===== config.mk =====
export PLATFORM = sky130hd
export DESIGN_NAME = i2c_stretch_slave
export DESIGN_NICKNAME = d
export VERILOG_FILES = /design/src/rtl/i2cs_pkg.sv /design/src/rtl/i2cs_bus_monitor.sv /design/src/rtl/i2cs_bit_engine.sv /design/src/rtl/i2cs_byte_decoder.sv /design/src/rtl/i2cs_hold_flags.sv /design/src/rtl/i2c_stretch_slave.sv
export SDC_FILE = /design/constraint.sdc
export NUM_CORES = 1
export LEC_CHECK = 0
export BUFFER_PORTS_ARGS = -buffer_cell sky130_fd_sc_hd__buf_4
export CORE_UTILIZATION = 50
export CTS_CLUSTER_SIZE = 24
export DETAILED_ROUTE_END_ITERATION = 10
export PLACE_DENSITY = 0.75
export RECOVER_POWER = 50
export SLEW_MARGIN = 20
export SYNTH_ARGS = -nofsm -noshare
export SYNTH_HDL_FRONTEND = slang
export SYNTH_SLANG_ARGS = --single-unit

===== constraint.sdc =====
create_clock -name clk -period 2.1 [get_ports clk]
set_input_delay 0.315 -clock clk [delete_from_list [all_inputs] [get_ports clk]]
set_output_delay 0.315 -clock clk [all_outputs]
set_load 0.03 [all_outputs]

===== src/rtl/i2cs_pkg.sv =====
package i2cs_pkg;

    localparam int BYTE_W = 8;
    localparam int OWN_W  = 10;
    localparam int CNT_W  = $clog2(BYTE_W + 2);

    // hold event indices; the flag block is sized by EV_N
    localparam int EV_ADDR = 0;
    localparam int EV_DATA = 1;
    localparam int EV_ACK  = 2;
    localparam int EV_N    = 3;

    localparam logic [4:0] TEN_TAG = 5'b11110;

    typedef enum logic [2:0] {
        PH_IDLE,
        PH_ADDR1,
        PH_ADDR2,
        PH_WRITE,
        PH_READ,
        PH_SKIP
    } phase_e;

    typedef struct packed {
        logic start;
        logic stop;
        logic rise;
        logic fall;
    } bus_ev_t;

    typedef struct packed {
        logic   own;
        logic   ack_want;
        logic   addr_hit;
        logic   data_hit;
        logic   sa_set;
        logic   sa_clr;
        phase_e next;
    } byte_dec_t;

    function automatic logic ten_header_hit(input logic [BYTE_W-1:0] b,
                                            input logic [1:0] hi);
        return (b[7:3] == TEN_TAG) && (b[2:1] == hi);
    endfunction

endpackage


===== src/rtl/i2cs_bus_monitor.sv =====
module i2cs_bus_monitor
    import i2cs_pkg::*;
(
    input  logic    clk,
    input  logic    rst,
    input  logic    scl_in,
    input  logic    sda_in,
    output bus_ev_t ev
);

    logic scl_q;
    logic sda_q;

    always_ff @(posedge clk) begin
        if (rst) begin
            scl_q <= 1'b1;
            sda_q <= 1'b1;
        end else begin
            scl_q <= scl_in;
            sda_q <= sda_in;
        end
    end

    always_comb begin
        ev.start = scl_q && scl_in && sda_q && !sda_in;
        ev.stop  = scl_q && scl_in && !sda_q && sda_in;
        ev.rise  = scl_in && !scl_q;
        ev.fall  = !scl_in && scl_q;
    end

endmodule


===== src/rtl/i2cs_bit_engine.sv =====
module i2cs_bit_engine
    import i2cs_pkg::*;
#(
    parameter int W  = BYTE_W,
    parameter int CW = $clog2(W + 2)
) (
    input  logic          clk,
    input  logic          rst,
    input  bus_ev_t       ev,
    input  logic          sda_in,
    output logic [W-1:0]  shift_q,
    output logic [CW-1:0] bit_cnt,
    output logic          ack_bit,
    output logic          byte_done,
    output logic          ack_done
);

    localparam logic [CW-1:0] LAST_DATA = CW'(W);
    localparam logic [CW-1:0] ACK_POS   = CW'(W + 1);

    // bit_cnt counts rising SCL edges since the last start or ack slot,
    // so the falling edge that follows a start is not taken as a bit
    always_ff @(posedge clk) begin
        if (rst) begin
            shift_q <= '0;
            bit_cnt <= '0;
            ack_bit <= 1'b1;
        end else if (ev.start) begin
            shift_q <= '0;
            bit_cnt <= '0;
        end else if (ev.stop) begin
            bit_cnt <= '0;
        end else if (ev.rise) begin
            if (bit_cnt < LAST_DATA) begin
                shift_q <= {shift_q[W-2:0], sda_in};
            end else begin
                ack_bit <= sda_in;
            end
            if (bit_cnt < ACK_POS) begin
                bit_cnt <= bit_cnt + 1'b1;
            end
        end else if (ev.fall && bit_cnt == ACK_POS) begin
            bit_cnt <= '0;
        end
    end

    assign byte_done = ev.fall && (bit_cnt == LAST_DATA);
    assign ack_done  = ev.fall && (bit_cnt == ACK_POS);

endmodule


===== src/rtl/i2cs_byte_decoder.sv =====
module i2cs_byte_decoder
    import i2cs_pkg::*;
(
    input  phase_e            phase,
    input  logic [BYTE_W-1:0] rx_byte,
    input  logic              ten_bit,
    input  logic [OWN_W-1:0]  own_addr,
    input  logic              slave_active,
    output byte_dec_t         dec
);

    always_comb begin
        dec      = '0;
        dec.next = PH_SKIP;
        unique case (phase)
            PH_ADDR1: begin
                if (!ten_bit) begin
                    if (rx_byte[7:1] == own_addr[6:0]) begin
                        dec.own      = 1'b1;
                        dec.ack_want = 1'b1;
                        dec.addr_hit = 1'b1;
                        dec.next     = rx_byte[0] ? PH_READ : PH_WRITE;
                    end else begin
                        dec.sa_clr = 1'b1;
                    end
                end else if (ten_header_hit(rx_byte, own_addr[9:8])) begin
                    if (!rx_byte[0]) begin
                        // write header: acknowledged, never a hold point
                        dec.own      = 1'b1;
                        dec.ack_want = 1'b1;
                        dec.next     = PH_ADDR2;
                    end else if (slave_active) begin
                        dec.own      = 1'b1;
                        dec.ack_want = 1'b1;
                        dec.addr_hit = 1'b1;
                        dec.next     = PH_READ;
                    end
                end else begin
                    dec.sa_clr = 1'b1;
                end
            end
            PH_ADDR2: begin
                if (rx_byte == own_addr[7:0]) begin
                    dec.own      = 1'b1;
                    dec.ack_want = 1'b1;
                    dec.addr_hit = 1'b1;
                    dec.sa_set   = 1'b1;
                    dec.next     = PH_WRITE;
                end else begin
                    dec.sa_clr = 1'b1;
                end
            end
            PH_WRITE: begin
                dec.own      = 1'b1;
                dec.ack_want = 1'b1;
                dec.data_hit = 1'b1;
                dec.next     = PH_WRITE;
            end
            PH_READ: begin
                dec.own  = 1'b1;
                dec.next = PH_READ;
            end
            default: begin
                dec.next = phase;
            end
        endcase
    end

endmodule


===== src/rtl/i2cs_hold_flags.sv =====
module i2cs_hold_flags
    import i2cs_pkg::*;
#(
    parameter int N = EV_N
) (
    input  logic         clk,
    input  logic         rst,
    input  logic         stretch_dis,
    input  logic [N-1:0] en,
    input  logic [N-1:0] ev_set,
    input  logic [N-1:0] clr_ev,
    input  logic         clr_common,
    output logic         common_flag,
    output logic [N-1:0] ev_flag,
    output logic         scl_pull
);

    logic [N-1:0] arm;
    logic [N-1:0] held;
    logic         common_q;

    assign arm = ev_set & en & {N{!stretch_dis}};

    for (genvar i = 0; i < N; i++) begin : g_event
        logic flag_q;
        logic held_q;

        always_ff @(posedge clk) begin
            if (rst) begin
                flag_q <= 1'b0;
                held_q <= 1'b0;
            end else begin
                if (arm[i]) begin
                    flag_q <= 1'b1;
                end else if (clr_ev[i]) begin
                    flag_q <= 1'b0;
                end
                if (arm[i]) begin
                    held_q <= 1'b1;
                end else if (!common_q && !flag_q) begin
                    held_q <= 1'b0;
                end
            end
        end

        assign ev_flag[i] = flag_q;
        assign held[i]    = held_q;
    end

    always_ff @(posedge clk) begin
        if (rst) begin
            common_q <= 1'b0;
        end else if (|arm) begin
            common_q <= 1'b1;
        end else if (clr_common) begin
            common_q <= 1'b0;
        end
    end

    assign common_flag = common_q;
    assign scl_pull    = (|held) && !stretch_dis;

    // only one event may own the stretch at a time
    assert_single_hold_R5: assert property (@(posedge clk) disable iff (rst)
        $onehot0(held));

    assert_no_arm_disabled_R6: assert property (@(posedge clk) disable iff (rst)
        $rose(common_q) |-> $past(!stretch_dis));

endmodule


===== src/rtl/i2c_stretch_slave.sv =====
module i2c_stretch_slave
    import i2cs_pkg::*;
(
    input  logic              clk,
    input  logic              rst,
    input  logic              scl_in,
    input  logic              sda_in,
    output logic              scl_pull,
    output logic              sda_pull,
    input  logic              ten_bit_mode,
    input  logic [OWN_W-1:0]  own_addr,
    input  logic              stretch_dis,
    input  logic              addr_hold_en,
    input  logic              data_hold_en,
    input  logic              ack_hold_en,
    input  logic              sw_nack,
    input  logic              clr_stretch,
    input  logic              clr_addr_flag,
    input  logic              clr_data_flag,
    input  logic              clr_ack_flag,
    output logic              stretch_flag,
    output logic              addr_flag,
    output logic              data_flag,
    output logic              ack_flag,
    output logic              slave_active,
    output logic [BYTE_W-1:0] rx_data
);

    bus_ev_t            ev;
    logic [BYTE_W-1:0]  shift_q;
    logic [CNT_W-1:0]   bit_cnt;
    logic               ack_bit;
    logic               byte_done;
    logic               ack_done;
    byte_dec_t          dec;

    phase_e             phase;
    logic               ack_slot;
    logic               ack_want;
    logic               own_byte;
    logic               resp_nack;
    logic               active_q;
    logic [BYTE_W-1:0]  rx_q;

    logic [EV_N-1:0]    hold_en;
    logic [EV_N-1:0]    hold_ev;
    logic [EV_N-1:0]    hold_clr;
    logic [EV_N-1:0]    hold_flag;

    i2cs_bus_monitor u_mon (
        .clk    (clk),
        .rst    (rst),
        .scl_in (scl_in),
        .sda_in (sda_in),
        .ev     (ev)
    );

    i2cs_bit_engine #(.W(BYTE_W), .CW(CNT_W)) u_bits (
        .clk       (clk),
        .rst       (rst),
        .ev        (ev),
        .sda_in    (sda_in),
        .shift_q   (shift_q),
        .bit_cnt   (bit_cnt),
        .ack_bit   (ack_bit),
        .byte_done (byte_done),
        .ack_done  (ack_done)
    );

    i2cs_byte_decoder u_dec (
        .phase        (phase),
        .rx_byte      (shift_q),
        .ten_bit      (ten_bit_mode),
        .own_addr     (own_addr),
        .slave_active (active_q),
        .dec          (dec)
    );

    always_ff @(posedge clk) begin
        if (rst) begin
            phase     <= PH_IDLE;
            ack_slot  <= 1'b0;
            ack_want  <= 1'b0;
            own_byte  <= 1'b0;
            resp_nack <= 1'b0;
            active_q  <= 1'b0;
            rx_q      <= '0;
        end else if (ev.start) begin
            phase    <= PH_ADDR1;
            ack_slot <= 1'b0;
            own_byte <= 1'b0;
        end else if (ev.stop) begin
            phase    <= PH_IDLE;
            ack_slot <= 1'b0;
            own_byte <= 1'b0;
            active_q <= 1'b0;
        end else if (byte_done) begin
            phase     <= dec.next;
            ack_slot  <= 1'b1;
            ack_want  <= dec.ack_want;
            own_byte  <= dec.own;
            resp_nack <= sw_nack;
            if (dec.sa_set) begin
                active_q <= 1'b1;
            end else if (dec.sa_clr) begin
                active_q <= 1'b0;
            end
            if (dec.data_hit) begin
                rx_q <= shift_q;
            end
        end else if (ack_done) begin
            ack_slot <= 1'b0;
            own_byte <= 1'b0;
            // master answered NACK on a read byte: stop taking part
            if (phase == PH_READ && ack_bit) begin
                phase <= PH_SKIP;
            end
        end else if (ack_slot && !scl_in) begin
            resp_nack <= sw_nack;
        end
    end

    always_comb begin
        hold_en           = '0;
        hold_ev           = '0;
        hold_clr          = '0;
        hold_en[EV_ADDR]  = addr_hold_en;
        hold_en[EV_DATA]  = data_hold_en;
        hold_en[EV_ACK]   = ack_hold_en;
        hold_ev[EV_ADDR]  = byte_done && dec.addr_hit;
        hold_ev[EV_DATA]  = byte_done && dec.data_hit;
        hold_ev[EV_ACK]   = ack_done && own_byte;
        hold_clr[EV_ADDR] = clr_addr_flag;
        hold_clr[EV_DATA] = clr_data_flag;
        hold_clr[EV_ACK]  = clr_ack_flag;
    end

    i2cs_hold_flags #(.N(EV_N)) u_flags (
        .clk         (clk),
        .rst         (rst),
        .stretch_dis (stretch_dis),
        .en          (hold_en),
        .ev_set      (hold_ev),
        .clr_ev      (hold_clr),
        .clr_common  (clr_stretch),
        .common_flag (stretch_flag),
        .ev_flag     (hold_flag),
        .scl_pull    (scl_pull)
    );

    assign addr_flag    = hold_flag[EV_ADDR];
    assign data_flag    = hold_flag[EV_DATA];
    assign ack_flag     = hold_flag[EV_ACK];
    assign slave_active = active_q;
    assign rx_data      = rx_q;
    assign sda_pull     = ack_slot && ack_want && !resp_nack;

    assert_sda_edge_scl_low_R7: assert property (@(posedge clk) disable iff (rst)
        !$stable(sda_pull) |-> !scl_in);

    assert_count_frozen_R5: assert property (@(posedge clk) disable iff (rst)
        scl_pull |=> $stable(bit_cnt));

    assert_release_both_R5: assert property (@(posedge clk) disable iff (rst)
        $fell(scl_pull) && !stretch_dis && $past(!stretch_dis) |-> $past(!stretch_flag));

    assert_hold_sets_common_R2: assert property (@(posedge clk) disable iff (rst)
        $rose(scl_pull) && $past(!stretch_dis) |-> stretch_flag);

    assert_active_needs_ten_R8: assert property (@(posedge clk) disable iff (rst)
        $rose(slave_active) |-> $past(ten_bit_mode));

endmodule


==> results_dict.tcl <==
set metrics [dict create \
    status "finished clean" \
    cp-start-kind "flip-flop" \
    slowest_stage "dfxtp_1" \
    synth.top_cell.area_share_pct 39.3 \
    die_x_um 64.3 \
    core_region_area_um2 3690 \
    drive_gt1_share_pct 16.2 \
    worst_slew_margin_rel_pct 24.0 \
    htreeDepth 2 \
    final-max-slew-violation-count 0 \
    std_cell_rows 22 \
    synth_top_family_by_area "simple AND/OR/NAND/NOR gates" \
    drc 0 \
    drtPass1Iterations 4 \
    dr_total_vias 1638 \
    swShare_pct 22.9 \
    final-setup-viol-count 0 \
    cp_num_buf_inv 0 \
    synthDistinctLibCells 48 \
    p_int_uw 1010 \
    r2r-start "u_bits.shift_q[3]" \
    num_antenna_cells 0 \
    syn_area_um2 1940 \
    post-place-cells 294 \
    seq_area_frac_synth_pct 39.3 \
    grt_max_degree 27 \
    hold_ws_ns 0.272 \
    hold-path-endpoint "u_mon.sda_q" \
    grt_pass1_wl_um 7130 \
    ys.warnings.count 0 \
    area_delta_synth_final_pct 17.0 \
    finalNonFillerCells 301 \
    p_total_uw 1310 \
    pwr-share-comb_pct 9.0 \
    synth_xor_area_share_pct 8.59 \
    muxShareOfSynthArea_pct 8.78 \
    power_per_cell_area_nw_per_um2 579 \
    grt_pass1_vias 1539 \
    final_nets 280 \
    clock_path_buffers 2 \
    clock-sinks 38 \
    syn_inst 218 \
    regToRegEndpoint "u_flags.common_flag" \
    leakagePower_uw 0.000887 \
    antenna_found_initial 0 \
    fp.dieH_um 64.3 \
    yosys.area_share.adder_pct 1.94 \
    pin_count 39 \
    root_buffer "clkbuf_8" \
    tns_ns 0 \
    place_congestion 0.836 \
    worst_pin_slew_ns 1.14 \
    grt_usage_pct 22.5 \
    r2r_slack_ns 0.16 \
    period_minus_slack_ns 1.94 \
    cts_made_buffers 5 \
    max_stage_delay_ns 0.45 \
    synth_top_area_cell "dfxtp_1" \
    worstPathCellList "xnor2_1 -> nand4_1 -> or3_1 -> nor4_2 -> o21ai_1 -> a41oi_2" \
    path_clk_slew_ns 0.07 \
    mappedNetlistNets 245 \
    worstPathArrival_ns 2.14 \
    synth_compound_area_share_pct 16.0 \
    hold_class "in -> reg" \
    cap_violations 0 \
    path_max_fanout 6 \
    critical_path.top_delay_family "simple AND/OR/NAND/NOR gates" \
    yosys-top-cells-area "dfxtp_1 (39%), mux2i_1 (8.8%), xor2_1 (5.4%)" \
    synth.avg_cell_area_um2 8.89 \
    hp-start "sda_in" \
    hpwl_um 3130 \
    ctsHoldBuffers 0 \
    synth_top_flop_cell "dfxtp_1" \
    pwr-share-clk_pct 35.0 \
    die_area_um2 4130 \
    cts_tree "yes" \
    synth-edff-count 0 \
    criticalPathCategory "reg -> reg" \
    finalHoldViolations 0 \
    drt-vias-per-instance 5.44 \
    drt_iter0_markers 88 \
    globalRouteOverflowTotal 0 \
    fin_skew_ns 0.00737 \
    reg2regPathDepth 6 \
    async_flop_share_pct 0 \
    power_frac_seq_pct 56.0 \
    ys_ff_latch 38 \
    max_freq_mhz 515 \
    holdPathStages 2 \
    yosys.area_share.simple_pct 21.1 \
    wl_per_cell_um 14.1 \
    initial_core_util_pct 52.5 \
    period_share_pct 92.4 \
    ant_nets 0 \
    p_switching_uw 300 \
    end_kind "flip-flop" \
    required_ns 2.29 \
    io_buffers 38 \
    peakVddDrop_mv 0.423 \
    finalWirelength_um 4240 \
    clock_latency_ns 0.29 \
]
==> cells in the mapped netlist, types with 2 or more instances <==
cell and count:
a21boi_0 2, a21oi_1 16, a31oi_1 3, a41o_1 2
buf_2 3, clkbuf_1 8, dfxtp_1 38, ha_1 3
inv_1 6, mux2i_1 17, nand2_1 11, nand2b_1 6
nand4b_1 3, nor2_1 24, nor2b_1 2, nor3_1 6
nor4_1 5, o21a_1 2, o21ai_0 10, o22ai_1 3
o31ai_1 2, or2_2 3, xnor2_1 7, xor2_1 12
==> metal layers <==
layer | up-vias | track usage [%] | routed length (µm)
met5 | - | 0 | 0
li1 | 838 | - | -
met2 | 36 | 35.9 | 2020
met4 | 0 | 8.61 | 44
met1 | 760 | 28.4 | 2000
met3 | 4 | 6.25 | 171
==> cells by family (layout without fill, tap and decap cells) <==
| kind of cell | Yosys count | in the layout |
|---|---|---|
| fa+ha+maj | 3 | 3 |
| buf+inv | 19 | 54 |
| flops | 38 | 38 |
| simple gates | 74 | 74 |
| compound gates | 48 | 48 |
| mux | 17 | 17 |
| xor+xnor | 19 | 19 |
==> placed cells by master, fill, tap and decap left out, drive strengths merged, types with 2 or more instances in the layout <==
master   n
a21boi   2
mux2i   17
inv      6
a21oi   16
xor2    12
o22ai    3
nand2   12
ha       3
nand2b   6
buf     24
or2      3
o31ai    2
nand3    2
nor2b    2
nor3     6
o21a     2
a41oi    2
nor4     5
a31oi    3
a41o     2
xnor2    7
nor2    26
o21ai   10
clkbuf  24
dfxtp   38
nand4b   3
==> power by group through the flow <==
stage / Clock (µW) / Combinational [µW] / Sequential, µW
finish: 460 / 119 / 736
global route: 513 / 130 / 736
CTS: 470 / 120 / 735
detailed placement: 0 / 119 / 751
global placement: 0 / 118 / 751
floorplan: 0 / 68.6 / 746
==> area by class of cell <==
cell class	count	area (µm²)
clock buffer	7	76.3
timing repair buffer	41	244
sequential	38	762
inverter	6	22.5
multi-input combinational	161	1100
fill	360	1420
tap	48	60.1
==> worst reg2reg max path: stages, from the launching register on <==
cell	delay, ns
dfxtp_1	0.45
xnor2_1	0.16
nand4_1	0.16
or3_1	0.41
nor4_2	0.30
o21ai_1	0.17
a41oi_2	0.20
==> what timing repair did <==
action                                  in CTS  in global routing
setup buffers                                0                  0
resized for setup                            0                  4
endpoints found under the setup margin       0                  4
==> flip-flops by register name, indices dropped and copies added, names as in the netlist, 3 cells and up <==
register	cells
phase	3
rx_data	8
u_bits.bit_cnt	4
u_bits.shift_q	8
u_flags.g_event.flag_q	3
u_flags.g_event.held_q	3
==> through the flow <==
stage,setup slack (ns),cell area (µm²),utilization (%)
after floorplan,0.338,1940,-
after global placement,0.182,2240,60.9
after detailed placement,0.0390,2240,60.9
after CTS,0.0284,2320,62.9
after global routing,-0.0100,2270,61.5
final,0.159,2270,61.5
==> how the worst max path moves through the flow <==
stage,cells past startpoint,slack [ns],startpoint,to
floorplan,7,0.34,u_bits.shift_q[5],u_flags.common_flag
global placement,7,0.18,own_addr[0],u_flags.common_flag
detailed placement,7,0.04,own_addr[3],u_flags.common_flag
CTS,6,0.03,u_bits.shift_q[5],u_flags.common_flag
global route,6,-0.01,u_bits.shift_q[7],u_flags.common_flag
finish,6,0.16,u_bits.shift_q[3],u_flags.common_flag
Note: power is estimated with default switching activity, not from simulation.
